**src/rtl/dmae_pkg.sv**
```systemverilog
package dmae_pkg;

    typedef enum logic [3:0] {
        S_IDLE,
        S_WAIT,
        S_LD_SRC,
        S_LD_DST,
        S_LD_CFG,
        S_RD,
        S_WR,
        S_ARB,
        S_WB
    } dmae_state_t;

    // config word field positions
    localparam int CFG_MODE_LSB = 0;
    localparam int CFG_MODE_W   = 3;
    localparam int CFG_RPOW_LSB = 4;
    localparam int CFG_SIZE_LSB = 8;
    localparam int CFG_SINC_LSB = 10;
    localparam int CFG_DINC_LSB = 12;
    localparam int CFG_CNT_LSB  = 16;

    localparam logic [2:0] MODE_BASIC = 3'd1;
    localparam logic [2:0] MODE_AUTO  = 3'd2;
    localparam logic [1:0] INC_FIXED  = 2'b11;
    localparam logic [1:0] SIZE_WORD  = 2'b10;

endpackage

```
**src/rtl/dmae_addr_gen.sv**
```systemverilog
module dmae_addr_gen #(
    parameter int AW = 32,
    parameter int CW = 10
) (
    input  logic [AW-1:0] end_addr,
    input  logic [CW-1:0] remain,
    input  logic [1:0]    inc,
    output logic [AW-1:0] addr
);
    import dmae_pkg::*;

    logic [AW-1:0] offset;

    always_comb begin
        offset = AW'(remain) << inc;
        if (inc == INC_FIXED) addr = end_addr;
        else                  addr = end_addr - offset;
    end

endmodule

```
**src/rtl/dmae_burst_ctr.sv**
```systemverilog
module dmae_burst_ctr #(
    parameter int CW = 10,
    parameter int PW = 4
) (
    input  logic          clk,
    input  logic          rst_n,
    input  logic          clear,
    input  logic          step,
    input  logic [PW-1:0] rpow,
    output logic          last
);
    localparam int BW = CW + 1;

    logic [BW-1:0] bcnt_q;
    logic [BW-1:0] limit;

    always_comb begin
        limit = (BW'(1) << rpow) - BW'(1);
        last  = (bcnt_q == limit);
    end

    always_ff @(posedge clk or negedge rst_n) begin
        if (!rst_n)      bcnt_q <= '0;
        else if (clear)  bcnt_q <= '0;
        else if (step)   bcnt_q <= last ? '0 : bcnt_q + BW'(1);
    end

endmodule

```
**src/rtl/dmae_req_sel.sv**
```systemverilog
module dmae_req_sel (
    input  logic req_mask,
    input  logic sw_req,
    input  logic periph_req,
    output logic trig
);
    always_comb trig = req_mask ? sw_req : periph_req;
endmodule

```
**src/rtl/dmae_channel.sv**
```systemverilog
module dmae_channel #(
    parameter int AW = 32,
    parameter int CW = 10,
    parameter int PW = 4
) (
    input  logic          clk,
    input  logic          rst_n,
    input  logic [AW-1:0] desc_base,
    input  logic          en_set,
    input  logic          en_clr,
    input  logic          req_mask,
    input  logic          sw_req,
    input  logic          periph_req,
    input  logic          err_clr,
    output logic          chan_en,
    output logic          done_irq,
    output logic          bus_err,
    output logic          mem_req,
    output logic          mem_we,
    output logic [AW-1:0] mem_addr,
    output logic [1:0]    mem_size,
    output logic [31:0]   mem_wdata,
    input  logic          mem_ready,
    input  logic [31:0]   mem_rdata,
    input  logic          mem_err
);
    import dmae_pkg::*;

    localparam logic [AW-1:0] OFS_DST = AW'(4);
    localparam logic [AW-1:0] OFS_CFG = AW'(8);

    dmae_state_t state_q, state_d;

    logic [AW-1:0] src_end_q, dst_end_q;
    logic [31:0]   cfg_q;
    logic [CW-1:0] remain_q;
    logic [31:0]   data_q;
    logic          loaded_q;
    logic          err_q;
    logic          irq_q;

    logic          accept, fault, trig, burst_last, burst_step, burst_clr;
    logic [AW-1:0] src_addr, dst_addr;
    logic [2:0]    cfg_mode;
    logic [2:0]    new_mode;
    logic [1:0]    cfg_size;
    logic [31:0]   wb_word;

    always_comb begin
        cfg_mode = cfg_q[CFG_MODE_LSB +: CFG_MODE_W];
        cfg_size = cfg_q[CFG_SIZE_LSB +: 2];
        new_mode = mem_rdata[CFG_MODE_LSB +: CFG_MODE_W];
        accept   = mem_req && mem_ready;
        fault    = accept && mem_err;
        wb_word  = cfg_q;
        wb_word[CFG_MODE_LSB +: CFG_MODE_W] = '0;
        wb_word[CFG_CNT_LSB +: CW]          = '0;
    end

    dmae_req_sel u_req_sel (
        .req_mask   (req_mask),
        .sw_req     (sw_req),
        .periph_req (periph_req),
        .trig       (trig)
    );

    dmae_addr_gen #(.AW(AW), .CW(CW)) u_src_addr (
        .end_addr (src_end_q),
        .remain   (remain_q),
        .inc      (cfg_q[CFG_SINC_LSB +: 2]),
        .addr     (src_addr)
    );

    dmae_addr_gen #(.AW(AW), .CW(CW)) u_dst_addr (
        .end_addr (dst_end_q),
        .remain   (remain_q),
        .inc      (cfg_q[CFG_DINC_LSB +: 2]),
        .addr     (dst_addr)
    );

    always_comb begin
        burst_step = (state_q == S_WR) && accept && !mem_err;
        burst_clr  = (state_q == S_IDLE) || (state_q == S_LD_CFG);
    end

    dmae_burst_ctr #(.CW(CW), .PW(PW)) u_burst (
        .clk   (clk),
        .rst_n (rst_n),
        .clear (burst_clr),
        .step  (burst_step),
        .rpow  (cfg_q[CFG_RPOW_LSB +: PW]),
        .last  (burst_last)
    );

    // next-state logic
    always_comb begin
        state_d = state_q;
        unique case (state_q)
            S_IDLE: if (en_set) state_d = S_WAIT;
            S_WAIT: begin
                if (en_clr)    state_d = S_IDLE;
                else if (trig) state_d = loaded_q ? S_RD : S_LD_SRC;
            end
            S_LD_SRC: if (accept) state_d = fault ? S_IDLE : S_LD_DST;
            S_LD_DST: if (accept) state_d = fault ? S_IDLE : S_LD_CFG;
            S_LD_CFG: begin
                if (accept) begin
                    if (fault) state_d = S_IDLE;
                    else if (new_mode == MODE_BASIC || new_mode == MODE_AUTO)
                        state_d = S_RD;
                    else
                        state_d = S_IDLE;
                end
            end
            S_RD: if (accept) state_d = fault ? S_IDLE : S_WR;
            S_WR: begin
                if (accept) begin
                    if (fault)               state_d = S_IDLE;
                    else if (remain_q == '0) state_d = S_WB;
                    else if (burst_last)
                        state_d = (cfg_mode == MODE_AUTO) ? S_ARB : S_WAIT;
                    else                     state_d = S_RD;
                end
            end
            S_ARB: state_d = S_RD;
            S_WB:  if (accept) state_d = S_IDLE;
            default: state_d = S_IDLE;
        endcase
    end

    // state register
    always_ff @(posedge clk or negedge rst_n) begin
        if (!rst_n) state_q <= S_IDLE;
        else        state_q <= state_d;
    end

    // datapath registers
    always_ff @(posedge clk or negedge rst_n) begin
        if (!rst_n) begin
            src_end_q <= '0;
            dst_end_q <= '0;
            cfg_q     <= '0;
            remain_q  <= '0;
            data_q    <= '0;
            loaded_q  <= 1'b0;
            err_q     <= 1'b0;
            irq_q     <= 1'b0;
        end else begin
            irq_q <= fault || ((state_q == S_WB) && accept);
            if (fault)        err_q <= 1'b1;
            else if (err_clr) err_q <= 1'b0;

            if (state_q == S_IDLE) loaded_q <= 1'b0;

            if (accept && !mem_err) begin
                unique case (state_q)
                    S_LD_SRC: src_end_q <= mem_rdata[AW-1:0];
                    S_LD_DST: dst_end_q <= mem_rdata[AW-1:0];
                    S_LD_CFG: begin
                        cfg_q    <= mem_rdata;
                        remain_q <= mem_rdata[CFG_CNT_LSB +: CW];
                        loaded_q <= 1'b1;
                    end
                    S_RD: data_q <= mem_rdata;
                    S_WR: if (remain_q != '0) remain_q <= remain_q - CW'(1);
                    default: ;
                endcase
            end
        end
    end

    // outputs
    always_comb begin
        mem_req   = 1'b0;
        mem_we    = 1'b0;
        mem_addr  = '0;
        mem_size  = SIZE_WORD;
        mem_wdata = '0;
        unique case (state_q)
            S_LD_SRC: begin mem_req = 1'b1; mem_addr = desc_base; end
            S_LD_DST: begin mem_req = 1'b1; mem_addr = desc_base + OFS_DST; end
            S_LD_CFG: begin mem_req = 1'b1; mem_addr = desc_base + OFS_CFG; end
            S_RD: begin
                mem_req  = 1'b1;
                mem_addr = src_addr;
                mem_size = cfg_size;
            end
            S_WR: begin
                mem_req   = 1'b1;
                mem_we    = 1'b1;
                mem_addr  = dst_addr;
                mem_size  = cfg_size;
                mem_wdata = data_q;
            end
            S_WB: begin
                mem_req   = 1'b1;
                mem_we    = 1'b1;
                mem_addr  = desc_base + OFS_CFG;
                mem_wdata = wb_word;
            end
            default: ;
        endcase
        chan_en  = (state_q != S_IDLE);
        done_irq = irq_q;
        bus_err  = err_q;
    end

    AST_HOLD_REQ: assert property (@(posedge clk) disable iff (!rst_n)
        mem_req && !mem_ready |=> mem_req && $stable(mem_addr) && $stable(mem_we));
    AST_IRQ_DISABLES: assert property (@(posedge clk) disable iff (!rst_n)
        done_irq |-> !chan_en);
    AST_IRQ_PULSE: assert property (@(posedge clk) disable iff (!rst_n)
        done_irq |=> !done_irq);
    AST_ERR_CAUSE: assert property (@(posedge clk) disable iff (!rst_n)
        $rose(bus_err) |-> $past(mem_req && mem_ready && mem_err));
    AST_ERR_STICKY: assert property (@(posedge clk) disable iff (!rst_n)
        bus_err && !err_clr |=> bus_err);
    AST_ERR_HALTS: assert property (@(posedge clk) disable iff (!rst_n)
        mem_req && mem_ready && mem_err |=> !chan_en);

endmodule

```
**config.mk**
```make
export PLATFORM = sky130hd
export DESIGN_NAME = dmae_channel
export DESIGN_NICKNAME = d
export VERILOG_FILES = /design/src/rtl/dmae_pkg.sv /design/src/rtl/dmae_addr_gen.sv /design/src/rtl/dmae_burst_ctr.sv /design/src/rtl/dmae_req_sel.sv /design/src/rtl/dmae_channel.sv
export SDC_FILE = /design/constraint.sdc
export NUM_CORES = 1
export LEC_CHECK = 0
export ABC_AREA = 1
export CORE_ASPECT_RATIO = 0.7
export CORE_UTILIZATION = 55
export CTS_BUF_LIST = sky130_fd_sc_hd__clkbuf_8
export CTS_CLUSTER_DIAMETER = 50
export CTS_CLUSTER_SIZE = 20
export DETAILED_ROUTE_END_ITERATION = 16
export DONT_BUFFER_PORTS = 1
export PLACE_DENSITY = 0.7
export SYNTH_ARGS = -nofsm -noshare
export SYNTH_HDL_FRONTEND = slang
export SYNTH_SLANG_ARGS = --single-unit
```
**constraint.sdc**
```tcl
create_clock -name clk -period 8.1 [get_ports clk]
set_input_delay 0.81 -clock clk [delete_from_list [all_inputs] [get_ports clk]]
set_output_delay 0.81 -clock clk [all_outputs]
set_load 0.03 [all_outputs]
```
==> results.md, run 1 <==
- Status: complete, no violations
- Maximum VDD drop: 0.245 mV
- Port Buffers: 0
- Cell area after synthesis: 12000 µm²
- WL per Instance: 19.4 µm
- CP arrival: 3.86 ns
- CTS resizes: 0
- ANT nets after route: 0
- Synth Area in Compound Gates: 0.175
- Worst slew pin tran: 1.09 ns
- DPL Wire Length: 32.2 mm
- Final hold vios: 0
- Distinct cell type count after synthesis: 51
- Io pins: 145
- Via density: 5.97
- Syn Nets: 2025
- Critical path peak fanout: 21
- Post-Syn Instances: 1918
- Synth Area in Simple Gates: 0.361
- Commonest non-fill, non-tap cell in the layout: nand2_1
- Reg2reg path depth: 6
- Share of post-route cells with drive strength above 1: 0.0438
- CP required: 7.29 ns
- R2R Setup Slk: 5.04 ns
- Ys flop type: dfrtp_1
- Clock Pin Slew Worst Setup and Hold Paths: 0.10 ns
- Crit path max-delay cell type: dfrtp_1
- Drt first pass iters: 6
- Cell-by-cell trace of the critical path: o21ai_0 > or2_2 > fa_1 > nand2_1 > nor2_1 > nor2_1 > nor2_1 > nor2_1 > nor2_1 > nor2_2 > nand3_1 > nand2_1 > nand3_1 > nand3_1
- Most frequent cells in the layout: 514 x nand2_1, 233 x o21ai_0, 223 x inv_1
- Clock sinks: 146
- CTS tree: built
- Adder-cell share of the synthesized area: 0.0357
- R2R Path End: data_q[5]$_DFFE_PN0P_
- 1st-iter DRT viols: 1873
- Die height: 126 µm
- Slowest cell delay on critical path: 0.68 ns
- Fmax: 214 MHz
- Area delta synth->final: 4.69%
- Crit path top cell by count: nor2_1
- RSZ-0062 raised after global routing: no
- Mapped Avg Cell Area: 6.25 µm²
- CTS Buffer Depth: 2
- Placed cells: 2135
- Post-CTS Setup Repair Bufs: 0
- Register area share after synthesis: 0.305
- Power per cell area: 429 nW/µm²
- Number of inserted diodes: 0
- Nets: 1987
- Crit start category: flip-flop
- Cts bufs inserted: 17
- Clk Latency, worst-skew pair: 0.49 ns
- Global-route usage over all layers: 0.381
- Final GP Congestion: 1.01
- CP endpoint: mem_addr[30]
- Pins over their slew limit: 0
- Setup CP Type: flip-flop to output pin
- Root Driver: clkbuf_8
- Slew margin rel.: 0.271
- Post-synth EDFFs: 0
- Hold/Removal Path Class: primary input to asynchronous set/reset pin
- Largest net degree at the start of global routing: 89
- DIE AREA: 22400 µm²
- Layout Cells excl Fill: 2169
- # DRC: 0
- Final WL: 42.0 mm
- CORE AREA: 21000 µm²
- First-pass GRT wire length: 64.3 mm
- Fin crit share: 0.577
- Initial antenna violation count: 1
- Largest family of logic cells by synthesized area: simple AND/OR/NAND/NOR gates
- Xor and xnor fraction of the mapped netlist area: 0.0161
- Worst r2r src: state_q[0]$_DFFE_PN0P_
- Crit end category: output pin
- Ys Warns: 0
- H-Tree Depth: 4
- Die W: 179 µm
- Global route total overflow: 0
- Worst Clk Skew: 0.0216 ns
- Register bit total from synthesis: 146
- Setup TNS: 0 ns
- Max cap viols: 0
- DR vias: 13.0k
- Crit. Startpoint: cfg_q[12]$_DFFE_PN0P_
- Final Setup Violations: 0
- Starting density of the core: 0.570
- Vias in the first global route: 11.5k
- Leakage: 6.29 nW
- Post-synthesis mux area share: 0.00928
- Min Clock Period, post-route: 4.67 ns
- Final core utilization: 0.597
- FFs w/ async S/R, synth: 1.00
- FP Rows: 44
==> worst max-delay path, delay by kind of cell, from the launching register on <==
kind	cells	cell delay (ns)
fa+ha+maj	1	0.42
simple gates	12	2.03
compound gates	1	0.22
flops	1	0.68
==> flip-flops by register name, indices dropped and copies added (netlist names), 4 cells and up <==
register	count
data_q	32
dst_end_q	32
src_end_q	32
cfg_q	22
u_burst.bcnt_q	11
remain_q	10
state_q	4
==> report_power, final <==
group / switching (W) / total [W] / internal, W / leakage [nW]
Sequential: 0.000396 / 0.00141 / 0.00101 / 1.92
Clock: 0.000342 / 0.000632 / 0.000290 / 0.217
Combinational: 0.00231 / 0.00334 / 0.00104 / 4.15
==> cells by family after synthesis <==
| logic type | Yosys count |
|---|---|
| buffers and inverters | 297 |
| and+or+nand+nor | 1023 |
| DFF | 146 |
| xor gates and xnor gates | 22 |
| adders and majority gates | 33 |
| muxes | 11 |
| AOI/OAI and AO/OA | 386 |
==> layer usage <==
metal	vias up	share of wire	track usage	routed length (µm)
met5	-	0.0022	0.0285	91
met4	2	0.022	0.101	910
met3	53	0.13	0.116	5520
met2	717	0.40	0.535	16900
met1	5937	0.44	0.560	18600
li1	6243	-	-	-
==> what timing repair did <==
item | 4_1_cts | 5_1_grt
endpoints found under the setup margin | 0 | 0
hold buffers | 2 | 0
endpoints found under the hold margin | 88 | 0
==> how the worst min path moves through the flow <==
stage / endpoint / depth (start not counted)
6_report: cfg_q[1]$_DFFE_PN0P_ / 1
5_1_grt: src_end_q[8]$_DFFE_PN0P_ / 1
4_1_cts: cfg_q[1]$_DFFE_PN0P_ / 1
3_5_place_dp: data_q[18]$_DFFE_PN0P_ / 2
3_3_place_gp: data_q[4]$_DFFE_PN0P_ / 2
2_1_floorplan: cfg_q[9]$_DFFE_PN0P_ / 2
==> metrics by stage <==
stage	hold slack, ns	setup WS [ns]	instance area (µm²)	total power (W)
3_3_place_gp	0.466	4.13	12100	0.00460
4_1_cts	0.170	3.48	12600	0.00529
6_report	0.176	3.43	12600	0.00538
3_5_place_dp	0.474	4.07	12100	0.00462
2_1_floorplan	0.453	4.67	12000	0.00382
5_1_grt	0.196	3.13	12600	0.00586
==> cells in the mapped netlist, types with 2 or more instances <==
library cell | number | area (µm²)
a22o_1 | 9 | 78.8
nor4_1 | 6 | 37.5
xor2_1 | 19 | 166
nor2_1 | 218 | 818
o22ai_1 | 15 | 93.8
nand4_1 | 35 | 219
a211oi_1 | 2 | 15.0
inv_2 | 8 | 30.0
buf_4 | 3 | 22.5
ha_1 | 31 | 388
o211ai_1 | 8 | 60.1
or2_2 | 8 | 50.1
nand2_1 | 515 | 1930
o221ai_1 | 4 | 35.0
clkbuf_2 | 5 | 25.0
and3_1 | 3 | 18.8
nor2_2 | 10 | 62.6
and2_1 | 4 | 25.0
o21bai_1 | 7 | 52.6
o21ai_0 | 233 | 1170
mux2i_1 | 10 | 100
a21o_1 | 5 | 37.5
buf_1 | 3 | 11.3
a31oi_1 | 3 | 18.8
nor3_1 | 33 | 165
dfrtp_1 | 146 | 3650
o311ai_0 | 2 | 17.5
clkbuf_1 | 23 | 86.3
inv_1 | 224 | 841
nand3_2 | 3 | 30.0
nand3_1 | 175 | 876
o21ai_1 | 18 | 90.1
o2111ai_1 | 3 | 26.3
nand2_2 | 9 | 56.3
a21oi_1 | 71 | 355
xnor2_1 | 3 | 26.3
fa_1 | 2 | 40.0
buf_2 | 29 | 145
==> area by class of cell <==
type / instances / area, µm²
clock buffer: 17 / 234
clock inverter: 15 / 190
fill: 2088 / 8470
inverter: 233 / 875
multi-input combinational: 1475 / 7170
sequential: 146 / 3650
tap: 276 / 345
timing repair buffer: 7 / 92.6
Note: power is estimated with default switching activity, not from simulation.
==> run 2, diff against run 1 <==
Settings changed: PLACE_DENSITY 0.7 to 0.73.
Clock period 8.1 ns to 3.8 ns, I/O delays scaled along.
==> results.md, run 2 (synthesis results as in run 1) <==
- Status: complete, no violations
- Delay-heaviest family, CP: compound AO/OA/AOI/OAI gates
- Layout Cells excl Fill: 2232 (+2.9%)
- Crit path max-delay cell type: dfrtp_4
- Slew margin rel.: 0.138 (-0.133)
- First-pass GRT wire length: 64.9 mm (+0.83%)
- Worst hold slack: 0.0762 ns (-0.100 ns)
- 1st-iter DRT viols: 1681 (-10%)
- Die height: 126 µm (unchanged)
- ANT nets after route: 0 (unchanged)
- Die W: 179 µm (unchanged)
- Global-route usage over all layers: 0.381 (-0.000492)
- H-Tree Depth: 4 (unchanged)
- Worst slew pin tran: 1.28 ns (+0.189 ns)
- CORE AREA: 21000 µm² (unchanged)
- Largest net degree at the start of global routing: 147 (+65%)
- Clock Pin Slew Worst Setup and Hold Paths: 0.09 ns (about the same)
- Initial antenna violation count: 0 (-1)
- Leakage: 6.63 nW (+5.5%)
- # DRC: 0 (unchanged)
- Post-DP Area: 12500 µm² (+3.2%)
- Final instance area: 13300 µm² (+5.6%)
- Fin crit share: 0.988
- Cell-by-cell trace of the critical path: buf_4 > o21ai_1 > mux2i_1 > ha_1 > a21oi_2 > buf_4 > nor2_1 > nor2_1 > nand3_1 > xor2_1 > o21ai_0 > nand3_1
- Share of post-route cells with drive strength above 1: 0.0961 (+0.0523)
- Final core utilization: 0.630 (+0.0332)
- Clock sinks: 146 (unchanged)
- RSZ-0062 raised after global routing: yes
- Crit start category: flip-flop
- Nets: 2050 (+3.2%)
- Final GP Congestion: 1.04 (+3.1%)
- Register area: 3660 µm² (+0.21%)
- Final Setup Violations: 0 (unchanged)
- Number of inserted diodes: 0 (unchanged)
- Root Driver: clkbuf_8
- Starting density of the core: 0.570 (unchanged)
- CTS tree: built
- DIE AREA: 22400 µm² (unchanged)
- Fill count: 2026 (-3.0%)
- Worst Clk Skew: 0.0125 ns (-0.00910 ns)
- CTS Buffer Depth: 2 (unchanged)
- Hold/Removal Path Class: primary input to flip-flop
- Pins over their slew limit: 0 (unchanged)
- Io pins: 145 (unchanged)
- Area delta synth->final: 10.5%
- Most frequent cells in the layout: 508 x nand2_1, 220 x inv_1, 211 x nor2_1
- Top flop regs: data_q x32, dst_end_q x32, src_end_q x32
- R2R Setup Slk: 0.96 ns (-4.08 ns)
- Setup TNS: 0 ns (unchanged)
- Buf/Inv on CP: 2 (+2)
- Max cap viols: 0 (unchanged)
- Global route total overflow: 0 (unchanged)
- DPL Wire Length: 32.6 mm (+1.1%)
- Final hold vios: 0 (unchanged)
- Power per cell area: 930 nW/µm² (+120%)
- Port Buffers: 0 (unchanged)
- FP Rows: 44 (unchanged)
- Commonest non-fill, non-tap cell in the layout: nand2_1
- Crit end category: output pin
- Maximum VDD drop: 0.535 mV (+120%)
- Vias in the first global route: 11.7k (+1.6%)
- Setup CP Type: flip-flop to output pin
- Placed cells: 2175 (+1.9%)
- Via density: 5.99 (+0.38%)
- Final WL: 42.5 mm (+1.1%)
- Footprint of the multi-input gates: 7330 µm² (+2.2%)
- Slowest cell delay on critical path: 0.53 ns (-0.15 ns)
- Critical path peak fanout: 6 (-71%)
- CP arrival: 3.38 ns (-0.48 ns)
- Drt first pass iters: 6 (unchanged)
- Cts bufs inserted: 17 (unchanged)
- WL per Instance: 19.0 µm (-1.8%)
- DR vias: 13.4k (+3.3%)
- CP required: 3.42 ns (-3.87 ns)
- Clk Latency, worst-skew pair: 0.49 ns (about the same)
- Fmax: 266 MHz
- Min Clock Period, post-route: 3.76 ns
==> run 2: cell types whose count changed in the layout (fill, tap and decap cells not counted), sizes merged <==
cell and delta:
buf +57, clkinvlp +5, dlygate4sd3 +3, clkbuf +2, clkinv -2, inv -2, bufinv -1, nor2 +1
==> run 2: worst register-to-register path: cells and delay by family (launching register included) <==
family	cells	cell delay, ns
compound gates	2	0.31
buf+inv	1	0.18
flops	1	0.53
simple gates	5	1.73
==> run 2: area by class of cell <==
cell class                 instances  share of cell area
inverter                         233              0.0665
sequential                       146               0.276
multi-input combinational       1476               0.553
clock buffer                      17              0.0177
tap                              276              0.0261
timing repair buffer              69              0.0485
clock inverter                    15              0.0124
==> run 2: report_power, final <==
part           internal (W)  total, W  leakage (nW)  switching, W
Sequential          0.00216   0.00297          1.92      0.000802
Clock              0.000546   0.00124         0.193      0.000696
Combinational       0.00281   0.00812          4.52       0.00532
==> run 2: stage by stage <==
| step | worst slack [ns] | power (W) |
|---|---|---|
| floorplan | 0.795 | 0.00815 |
| global placement | 0.336 | 0.0101 |
| detailed placement | 0.247 | 0.0102 |
| CTS | 0.0173 | 0.0116 |
| global route | -0.0885 | 0.0134 |
| finish | 0.0446 | 0.0123 |
==> run 2: worst paths after layout <==
kind                                   startpoint                       to  depth (start not counted)
min                                 mem_rdata[18]  remain_q[2]$_DFFE_PN0P_                          2
max reg2reg                state_q[0]$_DFFE_PN0P_  remain_q[6]$_DFFE_PN0P_                          8
max in group asynchronous                   rst_n    cfg_q[12]$_DFFE_PN0P_                          2
max                         cfg_q[10]$_DFFE_PN0P_             mem_addr[11]                         12
min in group asynchronous                   rst_n       done_irq$_DFF_PN0_                          2
min reg2reg                data_q[29]$_DFFE_PN0P_   data_q[29]$_DFFE_PN0P_                          2
==> run 2: per-layer routing <==
layer	global-route usage	up-vias	share of wire	wire, µm
li1	-	6362	-	-
met1	0.560	6185	0.44	18600
met2	0.542	759	0.41	17600
met3	0.120	73	0.13	5570
met5	0	-	0	0
met4	0.0788	0	0.018	746
==> run 2: what timing repair did <==
item                                    4_1_cts  5_1_grt
gates resized for setup                       5       76
endpoints found under the setup margin       20       27
buffers inserted                              0       20
hold buffers                                  4        0
endpoints found under the hold margin       148        0
gates cloned                                  0        1
pin swaps                                     1       16
==> run 3, diff against run 2 <==
Settings changed: GPL_ROUTABILITY_DRIVEN set to 0, PLACE_DENSITY 0.73 to 0.7.
Clock period 3.8 ns to 4.8 ns, I/O delays scaled along.
==> results.md, run 3 (synthesis results as in run 1) <==
- Drt first pass iters: 6 (unchanged)
- Clk Latency, worst-skew pair: 0.47 ns (-0.02 ns)
- 1st-iter DRT viols: 1782 (+6.0%)
- Fmax: 239 MHz
- ANT nets after route: 0 (unchanged)
- Setup CP Type: flip-flop to output pin
- Port Buffers: 0 (unchanged)
- Slowest cell delay on critical path: 0.68 ns (+0.15 ns)
- CTS Buffer Depth: 2 (unchanged)
- WL per Instance: 18.8 µm (-1.3%)
- Final WL: 40.8 mm (-4.0%)
- # DRC: 0 (unchanged)
- Die height: 126 µm (unchanged)
- Nets: 1989 (-3.0%)
- DIE AREA: 22400 µm² (unchanged)
- Worst slew pin tran: 1.10 ns (-0.179 ns)
- FP Rows: 44 (unchanged)
- Pins over their slew limit: 0 (unchanged)
- Maximum VDD drop: 0.417 mV (-22%)
- Crit end category: output pin
- Top flop regs: data_q x32, dst_end_q x32, src_end_q x32
- Worst Clk Skew: 0.0187 ns (+0.00619 ns)
- Fill count: 2112 (+4.2%)
- Initial antenna violation count: 1 (+1)
- DPL Wire Length: 31.4 mm (-3.7%)
- Violated checks: hold timing
- Vias in the first global route: 11.5k (-1.6%)
- Delay-heaviest family, CP: compound AO/OA/AOI/OAI gates
- RSZ-0062 raised after global routing: no
- CP arrival: 3.71 ns (+0.33 ns)
- Global route total overflow: 0 (unchanged)
- Tot Pwr: 0.00902 W (-27%)
- Crit start category: flip-flop
- Clock Pin Slew Worst Setup and Hold Paths: 0.09 ns (about the same)
- Buf/Inv on CP: 0 (-2)
- Commonest non-fill, non-tap cell in the layout: nand2_1
- Worst hold slack: -0.0582 ns (-0.134 ns)
- CTS tree: built
- Starting density of the core: 0.570 (unchanged)
- Fin crit share: 0.873
- Setup TNS: 0 ns (unchanged)
- Place WS: 1.16 ns (+0.917 ns)
- Final hold vios: 14 (+14)
- Min Clock Period, post-route: 4.19 ns
- First-pass GRT wire length: 63.5 mm (-2.0%)
- Most frequent cells in the layout: 514 x nand2_1, 233 x o21ai_0, 226 x inv_1
- Via density: 5.98 (-0.22%)
- Area delta synth->final: 4.43%
- Io pins: 145 (unchanged)
- Power per cell area: 720 nW/µm² (-23%)
- Critical path peak fanout: 21 (+15)
- Cell-by-cell trace of the critical path: o21ai_0 > or2_2 > ha_1 > nand2_1 > o21ai_0 > nand2_1 > nand2_1 > xor2_1 > o21ai_0 > nand3_1
- Hold/Removal Path Class: primary input to asynchronous set/reset pin
- H-Tree Depth: 4 (unchanged)
- CORE AREA: 21000 µm² (unchanged)
- Clock sinks: 146 (unchanged)
- Crit path max-delay cell type: dfrtp_1
- Status: complete, but fails checks
- Share of post-route cells with drive strength above 1: 0.0433 (-0.0528)
- CP required: 4.32 ns (+0.90 ns)
- Slew margin rel.: 0.263 (+0.125)
- Cts bufs inserted: 17 (unchanged)
- Root Driver: clkbuf_8
- DR vias: 13.0k (-2.9%)
- Leakage: 6.28 nW (-5.3%)
- Number of inserted diodes: 0 (unchanged)
- Largest net degree at the start of global routing: 147 (unchanged)
- Global-route usage over all layers: 0.371 (-0.00930)
- Final WS setup: 0.608 ns (+0.564 ns)
- Die W: 179 µm (unchanged)
- Max cap viols: 0 (unchanged)
- Final Setup Violations: 0 (unchanged)
-- run 3: stage by stage --
step	area (µm²)	std cells	util	hold WS, ns
after floorplan	12000	1918	-	0.184
after global placement	12100	2138	0.575	0.188
after detailed placement	12100	2138	0.575	0.188
after CTS	12500	2171	0.596	0.00902
after global routing	12500	2171	0.596	0.00658
final	12500	2171	0.596	-0.0582
-- run 3: cell type report --
type,count,area [µm²],share of cell area
Clock buffer,19,262,0.0209
Tap cell,276,345,0.0276
Clock inverter,13,136,0.0109
Inverter,233,875,0.0698
Multi-Input combinational cell,1475,7170,0.572
Timing Repair Buffer,9,87.6,0.00699
Sequential cell,146,3650,0.292
-- run 3: worst reg2reg max path, stage by stage, from the launching register on --
cell     delay (ns)
dfrtp_1        0.52
nor2_2         0.18
nand3_2        0.35
nand3_2        0.39
nand2_2        0.11
inv_2          0.11
nand2_2        0.59
o21ai_0        0.51
-- run 3: worst paths after layout --
kind                                        start                       endpoint  slack, ns  cells past startpoint
setup / recovery            cfg_q[12]$_DFFE_PN0P_                    mem_addr[5]       0.61                     10
hold / removal                              rst_n  u_burst.bcnt_q[8]$_DFFE_PN0P_      -0.06                      1
setup reg to reg           state_q[0]$_DFFE_PN0P_      dst_end_q[22]$_DFFE_PN0P_       1.94                      7
hold reg to reg              cfg_q[9]$_DFFE_PN0P_           cfg_q[9]$_DFFE_PN0P_       0.49                      2
max in group asynchronous                   rst_n      dst_end_q[16]$_DFFE_PN0P_       4.21                      1
min in group clk                        mem_ready         state_q[3]$_DFFE_PN0P_       0.12                      1
-- run 3: metal layers --
metal  GRT usage  vias up  routed length [µm]
met3       0.101       66                5320
li1            -     6244                   -
met4      0.0882        2                 762
met5           0        -                  13
met1       0.558     5985               18200
met2       0.522      688               16500
-- run 3: power by group --
| part | internal, W | switching (W) |
|---|---|---|
| sequential | 0.00171 | 0.000668 |
| clock | 0.000489 | 0.000502 |
| combinational | 0.00175 | 0.00390 |
-- run 3: repair_timing --
| item | 4_1_cts | 5_1_grt |
|---|---|---|
| endpoints found under the hold margin | 146 | 0 |
| hold buffers | 1 | 0 |
| resized for setup | 0 | 0 |
| setup buffers | 0 | 0 |
